`src/rtl/vxfer_pkg.sv`:
```
package vxfer_pkg;

  typedef enum logic [2:0] {
    ADDR_START0 = 3'd0,
    ADDR_START1 = 3'd1,
    ADDR_WIDTH  = 3'd2,
    ADDR_LINE   = 3'd3,
    ADDR_SEL    = 3'd4,
    ADDR_MASK   = 3'd5,
    ADDR_ENABLE = 3'd6
  } vx_addr_e;

  // mask bit that passes output k (sparse layout: 1, 3, ...)
  function automatic int mask_bit(input int k);
    return 2 * k + 1;
  endfunction

endpackage

```
`src/rtl/vxfer_regs.sv`:
```
module vxfer_regs
  import vxfer_pkg::*;
#(
  parameter int PIX_W  = 13,
  parameter int WID_W  = 8,
  parameter int LINE_W = 7,
  parameter int N_OUT  = 2,
  parameter int MASK_W = 6,
  parameter int DATA_W = 13
) (
  input  logic                          clk,
  input  logic                          rst_n,
  input  logic                          wr_en,
  input  logic [2:0]                    wr_addr,
  input  logic [DATA_W-1:0]             wr_data,
  input  logic                          load,
  output logic [1:0][PIX_W-1:0]         start_w,
  output logic [WID_W-1:0]              width_w,
  output logic [LINE_W-1:0]             line_w,
  output logic [LINE_W-1:0]             line_sh,
  output logic [N_OUT-1:0]              sel_w,
  output logic [MASK_W-1:0]             mask_w,
  output logic                          en_w
);

  logic [1:0][PIX_W-1:0] start_s;
  logic [WID_W-1:0]      width_s;
  logic [LINE_W-1:0]     line_s;
  logic [N_OUT-1:0]      sel_s;
  logic [MASK_W-1:0]     mask_s;
  logic                  en_s;

  always_ff @(posedge clk or negedge rst_n) begin
    if (!rst_n) begin
      start_s <= '0;
      width_s <= '0;
      line_s  <= '0;
      sel_s   <= '0;
      mask_s  <= '0;
      en_s    <= 1'b0;
    end else if (wr_en) begin
      case (vx_addr_e'(wr_addr))
        ADDR_START0: start_s[0] <= wr_data[PIX_W-1:0];
        ADDR_START1: start_s[1] <= wr_data[PIX_W-1:0];
        ADDR_WIDTH:  width_s    <= wr_data[WID_W-1:0];
        ADDR_LINE:   line_s     <= wr_data[LINE_W-1:0];
        ADDR_SEL:    sel_s      <= wr_data[N_OUT-1:0];
        ADDR_MASK:   mask_s     <= wr_data[MASK_W-1:0];
        ADDR_ENABLE: en_s       <= wr_data[0];
        default: ;
      endcase
    end
  end

  always_ff @(posedge clk or negedge rst_n) begin
    if (!rst_n) begin
      start_w <= '0;
      width_w <= '0;
      line_w  <= '0;
      sel_w   <= '0;
      mask_w  <= '0;
      en_w    <= 1'b0;
    end else if (load) begin
      start_w <= start_s;
      width_w <= width_s;
      line_w  <= line_s;
      sel_w   <= sel_s;
      mask_w  <= mask_s;
      en_w    <= en_s;
    end
  end

  assign line_sh = line_s;

  AST_WORKING_ONLY_AT_VD: assert property (@(posedge clk) disable iff (!rst_n)
    !load |=> $stable({start_w, width_w, line_w, sel_w, mask_w, en_w}));

endmodule

```
`src/rtl/vxfer_timebase.sv`:
```
module vxfer_timebase #(
  parameter int PIX_W  = 13,
  parameter int LINE_W = 7
) (
  input  logic              clk,
  input  logic              rst_n,
  input  logic              vd,
  input  logic              hd,
  input  logic [LINE_W-1:0] line_w,
  input  logic [LINE_W-1:0] line_sh,
  output logic              vd_rise,
  output logic              hd_rise,
  output logic              start_evt,
  output logic              run,
  output logic [PIX_W-1:0]  pix
);

  localparam int          LCNT_W = LINE_W + 1;
  localparam logic [LCNT_W-1:0] LCNT_MAX = '1;
  localparam logic [PIX_W-1:0]  PIX_MAX  = '1;

  logic              vd_q, hd_q;
  logic [LCNT_W-1:0] lcnt, lcnt_inc;
  logic              lcnt_sat;

  always_ff @(posedge clk or negedge rst_n) begin
    if (!rst_n) begin
      vd_q <= 1'b0;
      hd_q <= 1'b0;
    end else begin
      vd_q <= vd;
      hd_q <= hd;
    end
  end

  assign vd_rise  = vd & ~vd_q;
  assign hd_rise  = hd & ~hd_q;
  assign lcnt_sat = (lcnt == LCNT_MAX);
  assign lcnt_inc = lcnt_sat ? lcnt : lcnt + 1'b1;

  // line counter: cleared by VD, advanced by HD, saturates
  always_ff @(posedge clk or negedge rst_n) begin
    if (!rst_n)        lcnt <= LCNT_MAX;
    else if (vd_rise)  lcnt <= '0;
    else if (hd_rise)  lcnt <= lcnt_inc;
  end

  // the VD edge uses the configuration that is being loaded at that edge
  assign start_evt = vd_rise ? (line_sh == '0)
                             : (hd_rise && !lcnt_sat &&
                                (lcnt_inc == {1'b0, line_w}));

  always_ff @(posedge clk or negedge rst_n) begin
    if (!rst_n) begin
      run <= 1'b0;
      pix <= '0;
    end else if (start_evt) begin
      run <= 1'b1;
      pix <= '0;
    end else if (vd_rise) begin
      run <= 1'b0;
      pix <= '0;
    end else if (run) begin
      if (pix == PIX_MAX) run <= 1'b0;
      else                pix <= pix + 1'b1;
    end
  end

  AST_COUNTER_STOPS_AT_TOP: assert property (@(posedge clk) disable iff (!rst_n)
    (run && !start_evt && !vd_rise && pix == PIX_MAX) |=> (!run && pix == PIX_MAX));
  AST_HD_DOES_NOT_CLEAR: assert property (@(posedge clk) disable iff (!rst_n)
    (run && hd_rise && !start_evt && !vd_rise && pix != PIX_MAX) |=> (run && pix != '0));
  AST_VD_ENDS_RUN: assert property (@(posedge clk) disable iff (!rst_n)
    (vd_rise && !start_evt) |=> !run);
  AST_START_FROM_ZERO: assert property (@(posedge clk) disable iff (!rst_n)
    start_evt |=> (run && pix == '0));

endmodule

```
`src/rtl/vxfer_out_stage.sv`:
```
module vxfer_out_stage
  import vxfer_pkg::*;
#(
  parameter int PIX_W  = 13,
  parameter int WID_W  = 8,
  parameter int N_OUT  = 2,
  parameter int MASK_W = 6
) (
  input  logic                  clk,
  input  logic                  rst_n,
  input  logic                  run,
  input  logic [PIX_W-1:0]      pix,
  input  logic [1:0][PIX_W-1:0] start_w,
  input  logic [WID_W-1:0]      width_w,
  input  logic [N_OUT-1:0]      sel_w,
  input  logic [MASK_W-1:0]     mask_w,
  input  logic                  en_w,
  output logic [N_OUT-1:0]      out_q
);

  localparam int SUM_W = PIX_W + 1;

  // start <= p < start + width, evaluated one bit wider so the end never wraps
  function automatic logic in_window(input logic [PIX_W-1:0] p,
                                     input logic [PIX_W-1:0] s,
                                     input logic [WID_W-1:0] w);
    logic [SUM_W-1:0] lo, hi, pp;
    lo = {1'b0, s};
    hi = lo + SUM_W'(w);
    pp = {1'b0, p};
    return (pp >= lo) && (pp < hi);
  endfunction

  logic [N_OUT-1:0] hit, pass;

  for (genvar k = 0; k < N_OUT; k++) begin : g_out
    localparam int MB = mask_bit(k);
    logic [PIX_W-1:0] start_sel;

    assign start_sel = sel_w[k] ? start_w[1] : start_w[0];
    assign hit[k]    = run && in_window(pix, start_sel, width_w);
    assign pass[k]   = en_w && mask_w[MB];

    always_ff @(posedge clk or negedge rst_n) begin
      if (!rst_n) out_q[k] <= 1'b0;
      else        out_q[k] <= hit[k] && pass[k];
    end

    AST_MASK_BLOCKS: assert property (@(posedge clk) disable iff (!rst_n)
      !mask_w[MB] |=> !out_q[k]);
    AST_EN_BLOCKS: assert property (@(posedge clk) disable iff (!rst_n)
      !en_w |=> !out_q[k]);
    AST_ZERO_WIDTH_SILENT: assert property (@(posedge clk) disable iff (!rst_n)
      (width_w == '0) |=> !out_q[k]);
    AST_ONLY_WHILE_COUNTING: assert property (@(posedge clk) disable iff (!rst_n)
      out_q[k] |-> $past(run));
  end

endmodule

```
`src/rtl/vxfer_pulse_gen.sv`:
```
module vxfer_pulse_gen #(
  parameter int PIX_W  = 13,
  parameter int WID_W  = 8,
  parameter int LINE_W = 7,
  parameter int N_OUT  = 2,
  parameter int MASK_W = 6,
  parameter int DATA_W = 13
) (
  input  logic              clk,
  input  logic              rst_n,
  input  logic              vd_i,
  input  logic              hd_i,
  input  logic              wr_en_i,
  input  logic [2:0]        wr_addr_i,
  input  logic [DATA_W-1:0] wr_data_i,
  output logic [N_OUT-1:0]  xfer_o
);

  logic [1:0][PIX_W-1:0] start_w;
  logic [WID_W-1:0]      width_w;
  logic [LINE_W-1:0]     line_w, line_sh;
  logic [N_OUT-1:0]      sel_w;
  logic [MASK_W-1:0]     mask_w;
  logic                  en_w;

  // named internal events, brought out for the assertions
  logic                  vd_rise, hd_rise, start_evt, run;
  logic [PIX_W-1:0]      pix;

  vxfer_regs #(
    .PIX_W(PIX_W), .WID_W(WID_W), .LINE_W(LINE_W),
    .N_OUT(N_OUT), .MASK_W(MASK_W), .DATA_W(DATA_W)
  ) i_regs (
    .clk(clk), .rst_n(rst_n),
    .wr_en(wr_en_i), .wr_addr(wr_addr_i), .wr_data(wr_data_i),
    .load(vd_rise),
    .start_w(start_w), .width_w(width_w), .line_w(line_w), .line_sh(line_sh),
    .sel_w(sel_w), .mask_w(mask_w), .en_w(en_w)
  );

  vxfer_timebase #(.PIX_W(PIX_W), .LINE_W(LINE_W)) i_timebase (
    .clk(clk), .rst_n(rst_n), .vd(vd_i), .hd(hd_i),
    .line_w(line_w), .line_sh(line_sh),
    .vd_rise(vd_rise), .hd_rise(hd_rise), .start_evt(start_evt),
    .run(run), .pix(pix)
  );

  vxfer_out_stage #(
    .PIX_W(PIX_W), .WID_W(WID_W), .N_OUT(N_OUT), .MASK_W(MASK_W)
  ) i_out (
    .clk(clk), .rst_n(rst_n), .run(run), .pix(pix),
    .start_w(start_w), .width_w(width_w), .sel_w(sel_w),
    .mask_w(mask_w), .en_w(en_w), .out_q(xfer_o)
  );

  logic unused_bits;
  assign unused_bits = ^{wr_data_i, hd_rise};

  AST_RESET_QUIET: assert property (@(posedge clk) disable iff (!rst_n)
    $rose(rst_n) |-> (xfer_o == '0));

endmodule

```
`config.mk`:
```
export PLATFORM = sky130hd
export DESIGN_NAME = vxfer_pulse_gen
export DESIGN_NICKNAME = d
export VERILOG_FILES = /design/src/rtl/vxfer_pkg.sv /design/src/rtl/vxfer_regs.sv /design/src/rtl/vxfer_timebase.sv /design/src/rtl/vxfer_out_stage.sv /design/src/rtl/vxfer_pulse_gen.sv
export SDC_FILE = /design/constraint.sdc
export NUM_CORES = 1
export LEC_CHECK = 0
export ABC_CLOCK_PERIOD_IN_PS = 9900
export BUFFER_PORTS_ARGS = -buffer_cell sky130_fd_sc_hd__buf_2
export CORE_MARGIN = 4
export CORE_UTILIZATION = 40
export CTS_CLUSTER_DIAMETER = 50
export DETAILED_ROUTE_END_ITERATION = 8
export PLACE_DENSITY = 0.67
export SETUP_SLACK_MARGIN = 0.05
export SLEW_MARGIN = 20
export SYNTH_ARGS = -nofsm -noshare
export SYNTH_HDL_FRONTEND = slang
export SYNTH_HIERARCHICAL = 1
export SYNTH_SLANG_ARGS = --single-unit
```
`constraint.sdc`:
```
create_clock -name clk -period 9.9 [get_ports clk]
set_clock_uncertainty 0.1 [all_clocks]
set_input_delay 1.485 -clock clk [delete_from_list [all_inputs] [get_ports clk]]
set_output_delay 1.485 -clock clk [all_outputs]
set_load 0.01 [all_outputs]
```
# Yosys cells after proc, flatten, opt, wreduce, memory -nomap -nowiden
# Cells that the tools add are included.
# W data, S select, Z words.
# word_totals
input_bits	21
ramBits	0
word_cells	80
mem_count	0
output_inout_bits	2
ff_bits	122
romBits	0
latchBits	0
# classes
magnitude_cmp	4
reduce_logical	23
eq_ne	10
bitwise	4
n_addsub	4
shifts	0
n_div	0
n_mul	0
n_mux	14
# op_table
cell	n
$mux W13	6
$add A13 B8 Y14	2
$lt A13 B14 Y1	2
$ge A13 B13 Y1	2
$mux W8	3
$reduce_and A2 Y1	8
$add A13 B1 Y13 const B	1
$eq A13 B13 Y1 const B	1
$logic_and A1 B1 Y1	10
$eq A3 B3 Y1 const B	3
$add A8 B1 Y8 const B	1
$eq A8 B7 Y1	1
$eq A8 B8 Y1 const B	1
$logic_not A7 Y1	1
$eq A3 B2 Y1 const B	2
$mux W1	5
$eq A3 B1 Y1 const B	1
$logic_not A3 Y1	1
$ne A3 B1 Y1 const B	1
$reduce_bool A3 Y1	1
$and A1 B1 Y1	2
$not A1 Y1	2
$reduce_bool A2 Y1	1
$logic_not A1 Y1	1

# Depth between registers and ports, before layout
# Gate-level depths: netlist (run 1).
# depth
depth_word	7
ltp_mapped	16

# Hierarchy
# The synthesis (run 1) kept the hierarchy.
# by_module_without_submodules
module	area_each_um2	n_inst	cells_each	seq_area_each_um2
vxfer_regs	3819.9	1	216	2502.4
vxfer_out_stage	2352.3	1	279	50.0
vxfer_timebase	1576.5	1	165	610.6

# Worst setup path after synthesis (run 1)
# Ideal clock, no wire load.
# synth_path
kind	reg2reg
startpoint	reg i_regs.sel_w[0]
endpoint	reg i_out.out_q[0]
setup_ns	0.087
path_stages_with_launch	17
arrival_ns	3.340
slack_ns	6.373
synth_period_minus_slack_ns	3.527
path_buffers	2
path_cell_list	dfrtp_1 > buf_2 > buf_6 > mux2_2 > ha_1 > fa_1 > a211oi_1 > o21ai_1 > a21oi_1 > nor3_1 > xor2_1 > ha_1 > nor4_1 > o21ai_0 > a21oi_1 > a221oi_2 > a211oi_2
# synth_between
elab_chain_cells	6
elab_cells_between_ends	7
classes_between	1 x add/sub; 2 x order compare; 1 x mux; 3 x reduce/logical
# synth_lines
item	line	rtl
start: declaration	vxfer_regs.sv:21	output logic [N_OUT-1:0] sel_w,
start signal: assignment	vxfer_regs.sv:67	sel_w <= sel_s;
$mux W13 *	vxfer_out_stage.sv:40	assign start_sel = sel_w[k] ? start_w[1] : start_w[0];
$add A13 B8 Y14	vxfer_out_stage.sv:29	hi = lo + SUM_W'(w);
$lt A13 B14 Y1	vxfer_out_stage.sv:31	return (pp >= lo) && (pp < hi);
$logic_and A1 B1 Y1 *	vxfer_out_stage.sv:31	
$logic_and A1 B1 Y1 *	vxfer_out_stage.sv:41	assign hit[k] = run && in_window(pix, start_sel, width_w);
$logic_and A1 B1 Y1 *	vxfer_out_stage.sv:46	else out_q[k] <= hit[k] && pass[k];
end signal: indexed assignment	vxfer_out_stage.sv:46	
end: declaration	vxfer_out_stage.sv:18	output logic [N_OUT-1:0] out_q
# Every way passes the cells marked *; elsewhere a longest branch is shown, timed or not.
# A chain may end at the register's enable or synchronous reset.

# Worst setup path after layout (run 1)
# Same ends and word-level chain as after synthesis.

==> results of run 1 <==
==> area by class of cell <==
type	instances	area, sq um
Fill cell	1648	9814
Tap cell	229	286.5
Clock buffer	17	425.4
Inverter	25	93.84
Sequential cell	118	2963
Timing Repair Buffer	24	127.6
Multi-Input combinational cell	475	4259
Clock inverter	15	177.7
==> path summary, 6_finish.rpt <==
| check | slack [ns] | depth (start not counted) | to |
|---|---|---|---|
| max | 5.78 | 14 | i_out/out_q[0] |
| max reg2reg | 5.78 | 14 | i_out/out_q[0] |
| max in group asynchronous | 7.43 | 2 | i_regs/start_s[10] |
| min reg2reg | 0.40 | 1 | i_regs/width_s[1] |
| min | 0.40 | 1 | i_regs/width_s[1] |
| min in group asynchronous | 1.02 | 1 | i_timebase/hd_q |
==> metrics by stage <==
stage	hold WS [ns]	power (mW)
finish	0.4030	2.186
global route	0.4166	2.353
CTS	0.4033	2.203
detailed placement	0.3916	1.559
global placement	0.3807	1.518
floorplan	0.3736	1.341
==> metal layers <==
metal,global-route usage,vias up,routed length [um]
met3,0.02976,19,569
met2,0.2797,114,8338
li1,-,2418,-
met4,0.05793,0,252
met5,0,-,0
met1,0.2273,2631,7605
==> critical path: stages (launching register included) <==
cell and delay (ns):
dfrtp_1 0.85, mux2_2 0.43, ha_1 0.22, fa_1 0.44, a211oi_1 0.30, o21ai_1 0.12, a21oi_1 0.29, nor3_1 0.10
xor2_1 0.16, ha_1 0.21, nor4_1 0.26, o21ai_0 0.12, a21oi_1 0.18, a221oi_2 0.09, a211oi_2 0.15
==> power by group <==
group	total [mW]	internal [mW]	switching, mW
Clock	0.627	0.381	0.246
Sequential	0.718	0.590	0.128
Combinational	0.841	0.402	0.439
Total	2.19	1.37	0.813
==> cell usage in the layout, fill, tap and decap left out, types with 5 or more instances in the layout <==
master	instances
a211oi_1	6
a21o_1	8
a31oi_1	5
dfstp_2	8
mux2_2	84
nand2b_1	6
nor3_1	11
inv_6	8
nand3_1	14
dfrtp_1	110
o211ai_1	6
buf_2	21
nand4_1	11
clkbuf_16	17
inv_1	25
nor2b_1	5
nor2_1	20
xnor2_1	24
mux2i_1	26
a21oi_1	28
ha_1	68
o21ai_0	20
nand2_1	22
nor3_2	11
mux2_4	10
xor2_1	20
==> sequential cells by signal, indices dropped and copies added, names as in the netlist <==
name             flops
i_out/out_q          2
i_regs/en_s          1
i_regs/en_w          1
i_regs/line_sh       7
i_regs/line_w        7
i_regs/mask_s        2
i_regs/mask_w        2
i_regs/sel_s         2
i_regs/sel_w         2
i_regs/start_s      26
i_regs/start_w      26
i_regs/width_s       8
i_regs/width_w       8
i_timebase/hd_q      1
i_timebase/lcnt      8
i_timebase/pix      13
i_timebase/run       1
i_timebase/vd_q      1
==> metrics.md, run 1 <==
| Metric | Value |
|---|---|
| Synth Net Count | between 700 and 800 |
| WL final | approximately 17 mm |
| Std cell rows | 49 |
| Max cap viols | 0 |
| Clock sink total | roughly 120 |
| Routed Antenna Nets | 0 |
| RSZ-0062 raised after global routing | no |
| Initial antenna violation count | 0 |
| Worst Path Required | between 10 and 15 ns |
| P&R area growth vs syn | 11.88% |
| Total CTS buffers | 17 |
| CP startpoint | i_regs/sel_w[0] |
| DIE HEIGHT | about 140 um |
| Grt ovf | 0 |
| Via-per-instance ratio | 5.739 |
| H-tree depth | 4 |
| ANT cells | 0 |
| CTS clk-pin slew, worst paths | 0.06 ns |
| # DRC | 0 |
| Layout cells sized above 1 | 0.2834 |
| TritonRoute pass-1 iters | 5 |
| Width of the die | 144.5 um |
| Result of the run | completed |
| Max Buffers Root-to-Sink | 2 |
| Rel. slew slack | 0.3361 |
| Critical path data arrival time | around 4.4 ns |
| Final nets | roughly 750 |
| Max frequency | about 240 MHz |
| Final Wtd Congestion | 0.9047 |
| Placed cells | just under 900 |
| Min-Delay Path Class | flop to flop |
| Core footprint | 0.01815 sq mm |
| Hold wc startpoint | i_regs/width_s[1] |
| First-pass GRT wire length | 27.63 mm |
| CTS tree | yes |
| Crit Path Class | flop to flop |
| Vias in the first global route | 5237 |
| Largest net degree at the start of global routing | 70 |
| Port bufs | 22 |
| Placed inst area | about 0.0077 sq mm |
| CTS root buffer | clkbuf_16 |
| Routed wire length per instance | 18.57 um |
| Reg2Reg Launch Point | i_regs/sel_w[0] |
| Endpoint class of the critical path | flop |
| Clk Latency, worst-skew pair | about 0.42 ns |
| Post-detail-place hpwl | 12.73 mm |
| Postcts setup bufs | 0 |
| IO Pins | 23 |
| Vias | 5182 |
| Final worst slack | 5.777 ns |
| Initial Util | 0.4104 |
| Synthesized area | 0.007448 sq mm |
| VDD IR max | 0.1556 mV |
| Final instance area | 0.008333 sq mm |
| Setup violators final | 0 |
| Fin crit share | 0.4165 |
| CP Max Fanout | 16 |
| Pre-CTS WS | 5.791 ns |
| Final Max Tran Viols | 0 |
| Startpoint types | flop |
| Layout Utilization | 0.4592 |
| Resized Gates After CTS | 0 |
| Slew @ Worst Pin | ~0.99 ns |
| Pwr Density | around 260 mW/mm^2 |
| Ys Warns | 6 |
| Post-route minimum period | 4.123 ns |
| CTS Hold Bufs | 0 |
| Pleak | 3.741 nW |
| Syn_area_per_cell | 11.60 sq um |
| DIE AREA | roughly 0.021 sq mm |
| Total track usage | 0.1700 |
| Mapped Cells | between 600 and 700 |
| Setup TNS Final | 0 ns |
| Hold Violations, Final | 0 |
| Post-route insts no fill | approximately 900 |
| Initial DRC count | 321 |
Note: power is estimated with default switching activity, not from simulation.
==> run 2: changes to the inputs <==
--- a/config.mk
+++ b/config.mk
@@ -5,13 +5,13 @@
 export SDC_FILE = /design/constraint.sdc
 export NUM_CORES = 1
 export LEC_CHECK = 0
-export ABC_CLOCK_PERIOD_IN_PS = 9900
+export ABC_CLOCK_PERIOD_IN_PS = 3720
 export BUFFER_PORTS_ARGS = -buffer_cell sky130_fd_sc_hd__buf_2
 export CORE_MARGIN = 4
 export CORE_UTILIZATION = 40
 export CTS_CLUSTER_DIAMETER = 50
 export DETAILED_ROUTE_END_ITERATION = 8
-export PLACE_DENSITY = 0.67
+export PLACE_DENSITY = 0.69
 export SETUP_SLACK_MARGIN = 0.05
 export SLEW_MARGIN = 20
 export SYNTH_ARGS = -nofsm -noshare
==> constraint.sdc (replaced) <==
create_clock -name clk -period 3.72 [get_ports clk]
set_clock_uncertainty 0.1 [all_clocks]
set_input_delay 0.558 -clock clk [delete_from_list [all_inputs] [get_ports clk]]
set_output_delay 0.558 -clock clk [all_outputs]
set_load 0.01 [all_outputs]
==> metrics.md, run 2 (synthesis gave the netlist of run 1 again) <==
| Metric | Value |
|---|---|
| Final nets | 760 (was 752) |
| Vias | 5017 (was 5182) |
| DIE HEIGHT | 144.5 um (unchanged) |
| Multi-input gate area | 0.004328 sq mm (was 0.004259 sq mm) |
| Largest net degree at the start of global routing | 70 (unchanged) |
| Total track usage | 0.1642 (was 0.1700) |
| Worst path top cell family by delay | compound AO/OA/AOI/OAI gates (unchanged) |
| Slowest-stage cell, CP | a2111o_1 (was dfrtp_1) |
| Routed Antenna Nets | 0 (unchanged) |
| DIE AREA | 0.02087 sq mm (unchanged) |
| Max Buffers Root-to-Sink | 2 (unchanged) |
| CP Max Fanout | 13 (was 16) |
| Max cap viols | 0 (unchanged) |
| Pwr Density | 694.4 mW/mm^2 (was 262.4 mW/mm^2) |
| Endpoint class of the critical path | flop (unchanged) |
| Vias in the first global route | 4900 (was 5237) |
| Reg2Reg Launch Point | i_regs/sel_w[1] (was i_regs/sel_w[0]) |
| Slew @ Worst Pin | 1.014 ns (was 0.9916 ns) |
| Result of the run | completed (unchanged) |
| Sequential cell area | 0.002963 sq mm (unchanged) |
| Rel. slew slack | 0.3215 (was 0.3361) |
| ANT cells | 0 (unchanged) |
| Startpoint types | flop (unchanged) |
| WP depth | 13 (was 14) |
| RSZ-0062 raised after global routing | yes (was no) |
| Initial antenna violation count | 0 (unchanged) |
| Width of the die | 144.5 um (unchanged) |
| Clk Latency, worst-skew pair | 0.42 ns (about the same) |
| Crit Path Class | flop to flop (unchanged) |
| Worst path buffer plus inverter count | 2 (was 0) |
| FILL cells | 1644 (was 1648) |
| Setup TNS Final | 0 ns (unchanged) |
| H-tree depth | 4 (unchanged) |
| Worst-case reg-to-reg path depth | 13 (was 14) |
| CP cell instances | buf_4 -> mux2i_2 -> inv_1 -> ha_1 -> a2111o_1 -> o21ai_2 -> o31ai_1 -> o31ai_1 -> ha_1 -> o211a_1 -> a221oi_1 -> o21ai_1 -> a21oi_1 (was mux2_2 -> ha_1 -> fa_1 -> a211oi_1 -> o21ai_1 -> a21oi_1 -> nor3_1 -> xor2_1 -> ha_1 -> nor4_1 -> o21ai_0 -> a21oi_1 -> a221oi_2 -> a211oi_2) |
| Routed wire length per instance | 17.87 um (was 18.57 um) |
| CTS tree | yes (unchanged) |
| TritonRoute pass-1 iters | 4 (was 5) |
| Grt ovf | 0 (unchanged) |
| IO Pins | 23 (unchanged) |
| Worst reg2reg endpoint | i_out/out_q[1] (was i_out/out_q[0]) |
| Pwr Total | 5.872 mW (was 2.186 mW) |
| Layout cells sized above 1 | 0.3010 (was 0.2834) |
| Worst R2R Setup Slack | 0.26 ns (was 5.78 ns) |
| CTS Hold Bufs | 0 (unchanged) |
| Fin crit share | 0.9307 (was 0.4165) |
| Core footprint | 0.01815 sq mm (unchanged) |
| CTS root buffer | clkbuf_16 (unchanged) |
| P&R area growth vs syn | 13.52% (was 11.88%) |
| Via-per-instance ratio | 5.513 (was 5.739) |
| Commonest non-fill, non-tap cell in the layout | dfrtp_1 (unchanged) |
| Pleak | 3.768 nW (was 3.741 nW) |
| Worst path max stage delay | 0.49 ns (was 0.85 ns) |
| Total CTS buffers | 17 (unchanged) |
| First-pass GRT wire length | 26.54 mm (was 27.63 mm) |
| Initial DRC count | 261 (was 321) |
| Min-Delay Path Class | primary input to async pin (was flop to flop) |
| Critical path data arrival time | 3.70 ns (was 4.36 ns) |
| Regs by FF count | i_regs/start_s x26, i_regs/start_w x26, i_timebase/pix x13 (unchanged) |
| Initial Util | 0.4104 (unchanged) |
| Std cell rows | 49 (unchanged) |
| Post-detail-place hpwl | 11.90 mm (was 12.73 mm) |
| Final Wtd Congestion | 0.8920 (was 0.9047) |
| Post-route minimum period | 3.462 ns (was 4.123 ns) |
| Setup violators final | 0 (unchanged) |
| Hold Violations, Final | 0 (unchanged) |
| Final Max Tran Viols | 0 (unchanged) |
| Worst Path Required | 3.96 ns (was 10.14 ns) |
| CTS clk-pin slew, worst paths | 0.06 ns (about the same) |
| Max frequency | 288.8 MHz (was 242.5 MHz) |
| Port bufs | 22 (unchanged) |
| WL final | 16.26 mm (was 16.77 mm) |
| Most frequent cells in the layout | dfrtp_1, mux2_2, ha_1 (unchanged) |
| # DRC | 0 (unchanged) |
| VDD IR max | 0.4338 mV (was 0.1556 mV) |
| Clock sink total | 118 (unchanged) |
## run 2: changes by cell type in the layout (fill, tap and decap cells not counted), sizes merged
| cell | previous run | this run |
|---|---|---|
| clkinv | 2 | 5 |
| clkbuf | 17 | 23 |
| clkinvlp | 0 | 1 |
| inv | 36 | 25 |
| buf | 24 | 32 |
## run 2: layout make-up
| cell class | count | area share |
|---|---|---|
| clock buffer | 23 | 0.05534 |
| sequential | 118 | 0.3504 |
| inverter | 25 | 0.01110 |
| tap | 229 | 0.03389 |
| multi-input combinational | 475 | 0.5118 |
| timing repair buffer | 32 | 0.02560 |
| clock inverter | 8 | 0.01184 |
## run 2: where the power goes
| group | internal (mW) | switching [mW] | total [mW] |
|---|---|---|---|
| clock network | 1.01 | 0.568 | 1.58 |
| logic | 1.17 | 1.25 | 2.42 |
| registers | 1.57 | 0.294 | 1.87 |
## run 2: per-layer routing
| layer | GRT usage | wire (um) | up-vias |
|---|---|---|---|
| met5 | 0 | 0 | - |
| met4 | 0.05007 | 237 | 0 |
| met3 | 0.03439 | 535 | 16 |
| met2 | 0.2499 | 7456 | 95 |
| met1 | 0.2357 | 8030 | 2466 |
| li1 | - | - | 2440 |
## run 2: worst register-to-register path: stages, from the launching register on
cell	delay (ns)
dfrtp_1	0.40
buf_4	0.27
mux2i_2	0.27
inv_1	0.07
ha_1	0.33
a2111o_1	0.49
o21ai_2	0.25
o31ai_1	0.11
o31ai_1	0.09
ha_1	0.30
o211a_1	0.22
a221oi_1	0.25
o21ai_1	0.10
a21oi_1	0.14
## run 2: worst max path at each step
stage | startpoint | to | slack, ns
floorplan | i_regs/sel_w[0] | i_out/out_q[0] | 0.19
global placement | i_regs/sel_w[0] | i_out/out_q[0] | 0.28
detailed placement | i_regs/sel_w[0] | i_out/out_q[0] | 0.24
CTS | i_regs/sel_w[0] | i_out/out_q[0] | 0.22
global route | i_regs/sel_w[0] | i_out/out_q[0] | 0.03
finish | i_regs/sel_w[1] | i_out/out_q[1] | 0.26
## run 2: per-stage QoR
| step | hold slack, ns | utilization | std cells | instance area (sq um) | worst slack, ns |
|---|---|---|---|---|---|
| 3_3_place_gp | 0.3853 | 0.4294 | 876 | 7792 | 0.2803 |
| 5_1_grt | 0.1552 | 0.4659 | 910 | 8456 | 0.03266 |
| 4_1_cts | 0.1288 | 0.4607 | 907 | 8361 | 0.2241 |
| 2_1_floorplan | 0.1624 | - | 642 | 7448 | 0.1929 |
| 6_report | 0.1194 | 0.4659 | 910 | 8456 | 0.2576 |
| 3_5_place_dp | 0.3919 | 0.4294 | 876 | 7792 | 0.2364 |
## run 2: what timing repair did
item / CTS / global route
endpoints found under the hold margin: 0 / 0
setup buffers: 0 / 4
setup endpoints to repair: 0 / 2
resized for setup: 0 / 17
